===== config.mk =====
export PLATFORM = sky130hd
export DESIGN_NAME = sdac_ctrl
export DESIGN_NICKNAME = d
export VERILOG_FILES = /design/src/rtl/sdac_pkg.sv /design/src/rtl/sdac_sync.sv /design/src/rtl/sdac_shift.sv /design/src/rtl/sdac_regs.sv /design/src/rtl/sdac_ctrl.sv
export SDC_FILE = /design/constraint.sdc
export NUM_CORES = 1
export LEC_CHECK = 0
export CAP_MARGIN = 20
export CORE_ASPECT_RATIO = 1.75
export CORE_MARGIN = 2
export CORE_UTILIZATION = 60
export DETAILED_ROUTE_END_ITERATION = 16
export GPL_TIMING_DRIVEN = 1
export PLACE_DENSITY_LB_ADDON = 0.1
export SETUP_SLACK_MARGIN = 0.15
export SLEW_MARGIN = 40
export SYNTH_ARGS = -nofsm -noshare
export SYNTH_HDL_FRONTEND = slang
export SYNTH_HIERARCHICAL = 1
export SYNTH_SLANG_ARGS = --single-unit

===== constraint.sdc =====
create_clock -name clk -period 6.2 [get_ports clk]
set_clock_uncertainty 0.2 [all_clocks]
set_input_delay 1.55 -clock clk [delete_from_list [all_inputs] [get_ports clk]]
set_output_delay 1.55 -clock clk [all_outputs]
set_load 0.03 [all_outputs]

===== src/rtl/sdac_pkg.sv =====
package sdac_pkg;
  localparam int FRAME_W = 16;
  localparam int CMD_W   = 4;
  localparam int FIELD_W = FRAME_W - CMD_W;

  typedef enum logic [CMD_W-1:0] {
    CMD_NOP     = 4'b0000,
    CMD_LOAD    = 4'b0001,
    CMD_RDBK    = 4'b0010,
    CMD_NOCHAIN = 4'b1001,
    CMD_RISE    = 4'b1010,
    CMD_ZERO    = 4'b1011,
    CMD_MID     = 4'b1100
  } sdac_cmd_e;
endpackage


===== src/rtl/sdac_sync.sv =====
module sdac_sync #(
  parameter int          W       = 3,
  parameter logic [W-1:0] RST_VAL = '0
) (
  input  logic         clk,
  input  logic         rst_n,
  input  logic [W-1:0] pin_i,
  output logic [W-1:0] lvl_o,
  output logic [W-1:0] rise_o,
  output logic [W-1:0] fall_o
);
  for (genvar i = 0; i < W; i++) begin : g_bit
    logic [2:0] sh_q;
    always_ff @(posedge clk or negedge rst_n) begin
      if (!rst_n) sh_q <= {3{RST_VAL[i]}};
      else        sh_q <= {sh_q[1:0], pin_i[i]};
    end
    assign lvl_o[i]  = sh_q[1];
    assign rise_o[i] = sh_q[1] & ~sh_q[2];
    assign fall_o[i] = ~sh_q[1] & sh_q[2];
  end
endmodule


===== src/rtl/sdac_shift.sv =====
module sdac_shift
  import sdac_pkg::*;
(
  input  logic               clk,
  input  logic               rst_n,
  input  logic               cap_i,
  input  logic               lnch_i,
  input  logic               sel_i,
  input  logic               sel_fall_i,
  input  logic               sel_rise_i,
  input  logic               din_i,
  input  logic               chain_i,
  input  logic               ld_i,
  input  logic [FRAME_W-1:0] ld_word_i,
  output logic               frame_done_o,
  output logic [FRAME_W-1:0] frame_o,
  output logic               sdo_o
);
  localparam int CNT_W = $clog2(FRAME_W + 1);
  localparam logic [CNT_W-1:0] CNT_LAST = CNT_W'(FRAME_W - 1);
  localparam logic [CNT_W-1:0] CNT_FULL = CNT_W'(FRAME_W);

  logic [FRAME_W-1:0] sreg_q;
  logic [FRAME_W-1:0] next_word;
  logic [CNT_W-1:0]   cnt_q;
  logic               sdo_q;
  logic               accept, sa_done, ch_done;

  // sel_i is high while the frame select pin is low
  assign accept    = sel_i & cap_i & (chain_i | (cnt_q < CNT_FULL));
  assign next_word = {sreg_q[FRAME_W-2:0], din_i};
  assign sa_done   = ~chain_i & accept & (cnt_q == CNT_LAST);
  assign ch_done   = chain_i & sel_rise_i;

  assign frame_done_o = sa_done | ch_done;
  assign frame_o      = sa_done ? next_word : sreg_q;
  assign sdo_o        = sdo_q;

  always_ff @(posedge clk or negedge rst_n) begin
    if (!rst_n)      sreg_q <= '0;
    else if (ld_i)   sreg_q <= ld_word_i;
    else if (accept) sreg_q <= next_word;
  end

  always_ff @(posedge clk or negedge rst_n) begin
    if (!rst_n)                  cnt_q <= '0;
    else if (sel_fall_i)         cnt_q <= '0;
    else if (accept && !chain_i) cnt_q <= cnt_q + 1'b1;
  end

  always_ff @(posedge clk or negedge rst_n) begin
    if (!rst_n)                sdo_q <= 1'b0;
    else if (sel_fall_i)       sdo_q <= sreg_q[FRAME_W-1];
    else if (sel_i && lnch_i)  sdo_q <= sreg_q[FRAME_W-1];
  end

  assert_cnt_limit_R8: assert property (@(posedge clk) disable iff (!rst_n)
    cnt_q <= CNT_FULL);
  assert_sa_inframe_R8: assert property (@(posedge clk) disable iff (!rst_n)
    (frame_done_o && !chain_i) |-> sel_i);
  assert_sdo_quiet_R5: assert property (@(posedge clk) disable iff (!rst_n)
    !sel_i |=> $stable(sdo_q));
  assert_no_shift_idle_R5: assert property (@(posedge clk) disable iff (!rst_n)
    (!sel_i && !ld_i) |=> $stable(sreg_q));
endmodule


===== src/rtl/sdac_regs.sv =====
module sdac_regs
  import sdac_pkg::*;
#(
  parameter int CODE_W = 12
) (
  input  logic               clk,
  input  logic               rst_n,
  input  logic               frame_done_i,
  input  logic [FRAME_W-1:0] frame_i,
  output logic [CODE_W-1:0]  code_o,
  output logic               chain_o,
  output logic               rise_o,
  output logic               ld_o,
  output logic [FRAME_W-1:0] ld_word_o
);
  localparam int PAD_W = FIELD_W - CODE_W;
  localparam logic [CODE_W-1:0] MID = {1'b1, {(CODE_W-1){1'b0}}};

  sdac_cmd_e         cmd;
  logic [CODE_W-1:0] data;
  logic [CODE_W-1:0] code_q;
  logic              chain_q, rise_q;

  assign cmd  = sdac_cmd_e'(frame_i[FRAME_W-1 -: CMD_W]);
  assign data = frame_i[FIELD_W-1 -: CODE_W];

  always_ff @(posedge clk or negedge rst_n) begin
    if (!rst_n) begin
      code_q  <= '0;
      chain_q <= 1'b1;
      rise_q  <= 1'b0;
    end else if (frame_done_i) begin
      case (cmd)
        CMD_LOAD:    code_q  <= data;
        CMD_ZERO:    code_q  <= '0;
        CMD_MID:     code_q  <= MID;
        CMD_NOCHAIN: chain_q <= 1'b0;
        CMD_RISE:    rise_q  <= 1'b1;
        default:     ;
      endcase
    end
  end

  assign ld_o = frame_done_i && (cmd == CMD_RDBK);

  if (PAD_W > 0) begin : g_pad
    assign ld_word_o = {{CMD_W{1'b0}}, code_q, {PAD_W{1'b0}}};
  end else begin : g_nopad
    assign ld_word_o = {{CMD_W{1'b0}}, code_q};
  end

  assign code_o  = code_q;
  assign chain_o = chain_q;
  assign rise_o  = rise_q;

  assert_code_hold_R4: assert property (@(posedge clk) disable iff (!rst_n)
    !frame_done_i |=> $stable(code_q));
  assert_load_R1: assert property (@(posedge clk) disable iff (!rst_n)
    (frame_done_i && frame_i[FRAME_W-1 -: CMD_W] == 4'b0001) |=> code_q == $past(data));
  assert_chain_sticky_R12: assert property (@(posedge clk) disable iff (!rst_n)
    !chain_q |=> !chain_q);
  assert_rise_sticky_R10: assert property (@(posedge clk) disable iff (!rst_n)
    rise_q |=> rise_q);
endmodule


===== src/rtl/sdac_ctrl.sv =====
module sdac_ctrl
  import sdac_pkg::*;
#(
  parameter int CODE_W = 12
) (
  input  logic              clk,
  input  logic              rst_n,
  input  logic              sclk,
  input  logic              sync_n,
  input  logic              sdin,
  output logic              sdo,
  output logic [CODE_W-1:0] dac_code
);
  // bit 0 serial clock, bit 1 frame select, bit 2 data
  logic [2:0] lvl, rise, fall;
  logic       cap, lnch, chain, rise_mode;
  logic       frame_done, ld;
  logic [FRAME_W-1:0] frame, ld_word;
  logic       unused_bits;

  sdac_sync #(.W(3), .RST_VAL(3'b011)) u_sync (
    .clk(clk), .rst_n(rst_n), .pin_i({sdin, sync_n, sclk}),
    .lvl_o(lvl), .rise_o(rise), .fall_o(fall)
  );

  assign unused_bits = ^{lvl[0], rise[2], fall[2]};
  assign cap  = rise_mode ? rise[0] : fall[0];
  assign lnch = rise_mode ? fall[0] : rise[0];

  sdac_shift u_shift (
    .clk(clk), .rst_n(rst_n), .cap_i(cap), .lnch_i(lnch),
    .sel_i(~lvl[1]), .sel_fall_i(fall[1]), .sel_rise_i(rise[1]),
    .din_i(lvl[2]), .chain_i(chain), .ld_i(ld), .ld_word_i(ld_word),
    .frame_done_o(frame_done), .frame_o(frame), .sdo_o(sdo)
  );

  sdac_regs #(.CODE_W(CODE_W)) u_regs (
    .clk(clk), .rst_n(rst_n), .frame_done_i(frame_done), .frame_i(frame),
    .code_o(dac_code), .chain_o(chain), .rise_o(rise_mode),
    .ld_o(ld), .ld_word_o(ld_word)
  );

  assert_exec_event_R6: assert property (@(posedge clk) disable iff (!rst_n)
    frame_done |-> (cap || rise[1]));
endmodule


==> flow_summary.json, run 1 <==
{
  "status": "finished clean",
  "wirelength_um": 4574,
  "path_cells": "nor2b_1 -> mux2_2 -> and4bb_1 -> nand2_4 -> mux2_2 -> nor4_4 -> buf_4 -> nor2b_1 -> nor3b_1 -> a221o_1",
  "cpPeakStageDelay_ps": 540,
  "num_rows": 30,
  "first_pass_iters": 4,
  "synthesis.area_um2": 2394,
  "swShare_pct": 23.48,
  "initial_core_util_pct": 61.91,
  "drc_errors": 0,
  "fmaxAchievable_ghz": 0.2709,
  "grt_pass1_vias": 1582,
  "num_antenna_cells": 0,
  "met2_usage_pct": 39.28,
  "antenna_found_initial": 0,
  "required_ps": 6180,
  "slowest_stage": "dfstp_2",
  "p_leak_uw": 0.001125,
  "grt_max_degree": 45,
  "root_buffer": "clkbuf_8",
  "syn_to_final_growth_pct": 5.436,
  "finalHoldViolations": 0,
  "routabilityCongestion": 0.8188,
  "finalCritPeriodShare_pct": 59.53,
  "synthCells": 203,
  "clockBufferDepth": 2,
  "final-max-slew-violation-count": 0,
  "wl_per_cell_um": 18.44,
  "postCtsSetupRepairBufs": 0,
  "pin_count": 18,
  "path_clk_slew_ps": 80,
  "die_h_um": 87.55,
  "viasPerCell": 6.137,
  "dieArea_um2": 4530,
  "first_iter_violations": 51,
  "ir_drop_mv": 0.1803,
  "fin_ws_ps": 2509,
  "fp.coreArea_um2": 3866,
  "numCtsBuffers": 5,
  "chipWidth_um": 51.75,
  "synth_warnings": 6,
  "power_switching_uw": 132.4,
  "worst_pin_slew_ps": 741.0,
  "comb_power_share_pct": 11.0,
  "top_usage_layer": "met2",
  "dp_hpwl_um": 3122,
  "crit_arrival_ps": 3670,
  "vias": 1522,
  "htree_levels": 2,
  "grt_pass1_wl_um": 7721,
  "setup_viol": 0,
  "grt-ovfl-total": 0,
  "dp_slack_ps": 2267,
  "finalSetupTns_ps": 0,
  "cts.sinks": 44,
  "cts_tree": "done",
  "rsz0062_at_grt": "no",
  "postRouteAntennaNets": 0,
  "crit_fanout": 23,
  "fill_cells": 308,
  "hold_buffers": 0,
  "global_route.usage.met3_pct": 4.778,
  "cp-start-kind": "register",
  "syn_avg_cell_area_um2": 11.79,
  "cts_resized": 0,
  "period_minus_slack_ps": 3691,
  "drive_gt1_share_pct": 24.00,
  "seqPwrFrac_pct": 56.5,
  "drv_cap": 0,
  "nets": 206,
  "clk_latency_ps": 300,
  "powerDensity_nw_per_um2": 223.5,
  "crit_type": "register to register",
  "portBuffers": 17,
  "pwr-share-clk_pct": 32.5,
  "intPower_uw": 431.6,
  "grtUsageMet1_pct": 28.38,
  "grtUsageTotal_pct": 23.70,
  "relSlewSlack_pct": 50.23,
  "cp-end-kind": "register",
  "hp-class": "register to register"
}
-- final timing paths --
| path | startpoint | endpoint | cells after the start | slack (ps) |
|---|---|---|---|---|
| hold reg to reg | u_sync/g_bit[1].sh_q[0] | u_sync/g_bit[1].sh_q[1] | 0 | 160 |
| min in group asynchronous | rst_n | u_shift/sdo_o | 1 | 1030 |
| hold / removal | u_sync/g_bit[1].sh_q[0] | u_sync/g_bit[1].sh_q[1] | 0 | 160 |
| setup / recovery | u_sync/g_bit[0].sh_q[1] | u_shift/sreg_q[1] | 10 | 2510 |
| max in group asynchronous | rst_n | u_regs/chain_o | 1 | 4390 |
| setup reg to reg | u_sync/g_bit[0].sh_q[1] | u_shift/sreg_q[1] | 10 | 2510 |
-- registers in the layout, indices dropped and copies added, names as in the netlist --
name	cells
u_regs/chain_o	1
u_regs/code_o	12
u_regs/rise_o	1
u_shift/cnt_q	5
u_shift/sdo_o	1
u_shift/sreg_q	16
u_sync/g_bit.sh_q	8
-- stage by stage --
stage / util (%) / instances / total power (µW) / hold slack, ps / area, µm²
after global routing: 65.28 / 248 / 590.7 / 163.1 / 2524
after detailed placement: 62.72 / 240 / 386.0 / 143.5 / 2425
after floorplan: - / 206 / 369.2 / 131.2 / 2405
after global placement: 62.20 / 240 / 383.4 / 141.4 / 2405
final: 65.28 / 248 / 564.0 / 157.4 / 2524
after CTS: 65.05 / 248 / 571.4 / 159.4 / 2515
-- worst max-delay path, delay by kind of cell (launching register included) --
kind / cells / cell delay, ps
simple gates: 6 / 1580
mux: 2 / 600
flops: 1 / 540
buf+inv: 1 / 350
compound gates: 1 / 290
-- layout by cell type (no fill, tap or decap), types with 3 or more instances in the layout --
cell	n
nand2_1	4
clkdlybuf4s50_1	16
a21oi_1	3
nor3b_1	15
clkbuf_8	6
dfstp_2	7
dfrtp_1	37
nor2_1	5
mux2_2	20
inv_1	5
a22o_1	4
a22o_2	7
conb_1	4
a221o_1	16
nor2b_1	21
-- power groups by stage --
| stage | sequential, µW | combinational, µW | clock, µW |
|---|---|---|---|
| global placement | 323 | 60.4 | 0 |
| global route | 321 | 69.1 | 201 |
| detailed placement | 324 | 62.2 | 0 |
| finish | 319 | 62.1 | 183 |
| floorplan | 318 | 50.8 | 0 |
| CTS | 318 | 62.7 | 190 |
-- metal layers --
| metal | share of wire [%] | up-vias |
|---|---|---|
| li1 | - | 712 |
| met1 | 40 | 772 |
| met2 | 55 | 31 |
| met3 | 3.7 | 7 |
| met4 | 2.0 | 0 |
| met5 | 0 | - |
-- final cells by class --
cell class	count	area [µm²]	share of cell area, %
Tap cell	48	60.06	2.380
Timing Repair Buffer	18	175.2	6.941
Sequential cell	44	1110	43.98
Multi-Input combinational cell	125	1070	42.39
Inverter	5	18.77	0.7437
Clock buffer	8	90.09	3.570
Note: power is estimated with default switching activity, not from simulation.
==> run 2, diff against run 1 <==
CORE_UTILIZATION = 58   (was 60)
clock period = 3.8 ns   (was 6.2 ns; I/O delays follow)
==> run 2 against run 1 <==
Routed wire length increased by 2.1%. First-iteration DRC count fell by 51%. Die area is 3.2% higher. Hold slack better by 1.6 ps. Via count decreased by 2.1%. Non-clock buffer count up 1. Global-route usage down 1.6 points. Register-to-register slack got worse by 2200 ps. Worst setup slack worse by 2200 ps. Core utilization fell by 0.79 points.
==> flow_summary.json, run 2 (synthesized netlist as in run 1, its figures left out) <==
{
  "status": "finished clean",
  "rsz0062_at_grt": "no",
  "crit_type": "register to register",
  "reg2reg_from": "u_sync/g_bit[0].sh_q[1]",
  "whs_path_depth": 0,
  "portBuffers": 17,
  "period_minus_slack_ps": 3455,
  "layout_commonest_cell": "dfrtp_1",
  "grt_max_degree": 45,
  "placed_cell_area_um2": 2415,
  "clk_latency_ps": 290,
  "grt_pass1_vias": 1570,
  "finalCritPeriodShare_pct": 90.92,
  "cts_tree": "done",
  "initial_core_util_pct": 61.31,
  "wl_per_cell_um": 18.76,
  "syn_to_final_growth_pct": 5.175,
  "r2r-end": "u_shift/sreg_q[2]",
  "fmaxAchievable_ghz": 0.2895,
  "viasPerCell": 5.984,
  "relSlewSlack_pct": 55.79,
  "num_antenna_cells": 0,
  "root_buffer": "clkbuf_8",
  "timing.critical_path.buf_inv": 1,
  "cp-start-kind": "register",
  "final_area_um2": 2517,
  "largest_reg_flops": 16,
  "first_iter_violations": 25,
  "cp-end-kind": "register",
  "hold_buffers": 0,
  "powerDensity_nw_per_um2": 365.4,
  "path_clk_slew_ps": 70,
  "cts.sinks": 44,
  "routabilityCongestion": 0.7404,
  "finalHoldViolations": 0,
  "num_rows": 30,
  "fp.coreArea_um2": 3904,
  "crit_arrival_ps": 3430,
  "reg2reg_slack_ps": 350,
  "required_ps": 3780,
  "finalSetupTns_ps": 0,
  "crit_end": "u_shift/sreg_q[2]",
  "top_register": "u_shift/sreg_q",
  "setup_viol": 0,
  "ir_drop_mv": 0.2470,
  "cpPeakStageDelay_ps": 540,
  "vias": 1490,
  "postRouteAntennaNets": 0,
  "layout_common_cells": "dfrtp_1, nor2b_1, mux2_2, clkdlybuf4s50_1, a221o_1",
  "hp-class": "register to register",
  "dp_hpwl_um": 3130,
  "die_h_um": 88.98,
  "crit_start": "u_sync/g_bit[0].sh_q[1]",
  "path_delay_family": "simple AND/OR/NAND/NOR gates",
  "drv_cap": 0,
  "crit_fanout": 33,
  "antenna_found_initial": 0,
  "dieArea_um2": 4677,
  "first_pass_iters": 4,
  "clockBufferDepth": 2,
  "htree_levels": 2,
  "final-max-slew-violation-count": 0,
  "chipWidth_um": 52.56,
  "grt-ovfl-total": 0,
  "grt_pass1_wl_um": 7631,
  "drc_errors": 0,
  "pin_count": 18,
  "numCtsBuffers": 5,
  "reg2reg_depth": 10,
  "worst_pin_slew_ps": 661.6,
  "path_cells": "nor2b_1 -> mux2_2 -> and4bb_1 -> nand2_4 -> mux2_2 -> nor4_2 -> buf_4 -> nor2b_1 -> nor3b_1 -> a221o_1",
  "p_leak_uw": 0.001129,
  "crit_cells": 10,
  "hold_slack_ps": 159.0,
  "drive_gt1_share_pct": 24.88,
  "postCtsSetupRepairBufs": 0,
  "slowest_stage": "dfstp_2",
  "grtUsageTotal_pct": 22.14,
  "nets": 207,
  "wirelength_um": 4672,
  "cts_resized": 0
}
## run 2: report_power, final
| group | switching [µW] | internal [µW] |
|---|---|---|
| Sequential | 21.5 | 498 |
| Clock | 150 | 148 |
| Combinational | 44.7 | 57.4 |
| Total | 216 | 704 |
## run 2: routing by layer
layer  track usage [%]  up-vias  part of all wire (%)
li1                  -      713                     -
met2             36.82       24                    52
met4             8.625        0                   1.3
met1             28.16      747                    44
met3             4.181        6                   2.2
met5                 0        -                     0
## run 2: cell type report
cell class | instances | area (µm²)
Clock inverter | 1 | 7.507
Inverter | 5 | 18.77
Fill cell | 313 | 1386
Timing Repair Buffer | 19 | 182.7
Sequential cell | 44 | 1110
Tap cell | 48 | 60.06
Multi-Input combinational cell | 125 | 1052
Clock buffer | 7 | 86.33
## run 2: per-stage QoR
step,std cells,setup slack [ps],utilization [%],power (µW)
2_1_floorplan,206,229.7,-,602.3
3_3_place_gp,241,465.5,61.79,624.1
3_5_place_dp,241,367.9,61.86,629.7
4_1_cts,249,361.3,64.26,930.6
5_1_grt,249,163.1,64.49,962.6
6_report,249,345.2,64.49,919.9
## run 2: how the worst min path moves through the flow
stage	start	to
2_1_floorplan	u_sync/g_bit[2].sh_q[0]	u_sync/g_bit[2].sh_q[1]
3_3_place_gp	u_sync/g_bit[2].sh_q[0]	u_sync/g_bit[2].sh_q[1]
4_1_cts	u_sync/g_bit[1].sh_q[0]	u_sync/g_bit[1].sh_q[1]
3_5_place_dp	u_sync/g_bit[2].sh_q[0]	u_sync/g_bit[2].sh_q[1]
6_report	u_sync/g_bit[1].sh_q[0]	u_sync/g_bit[1].sh_q[1]
5_1_grt	u_sync/g_bit[1].sh_q[0]	u_sync/g_bit[1].sh_q[1]
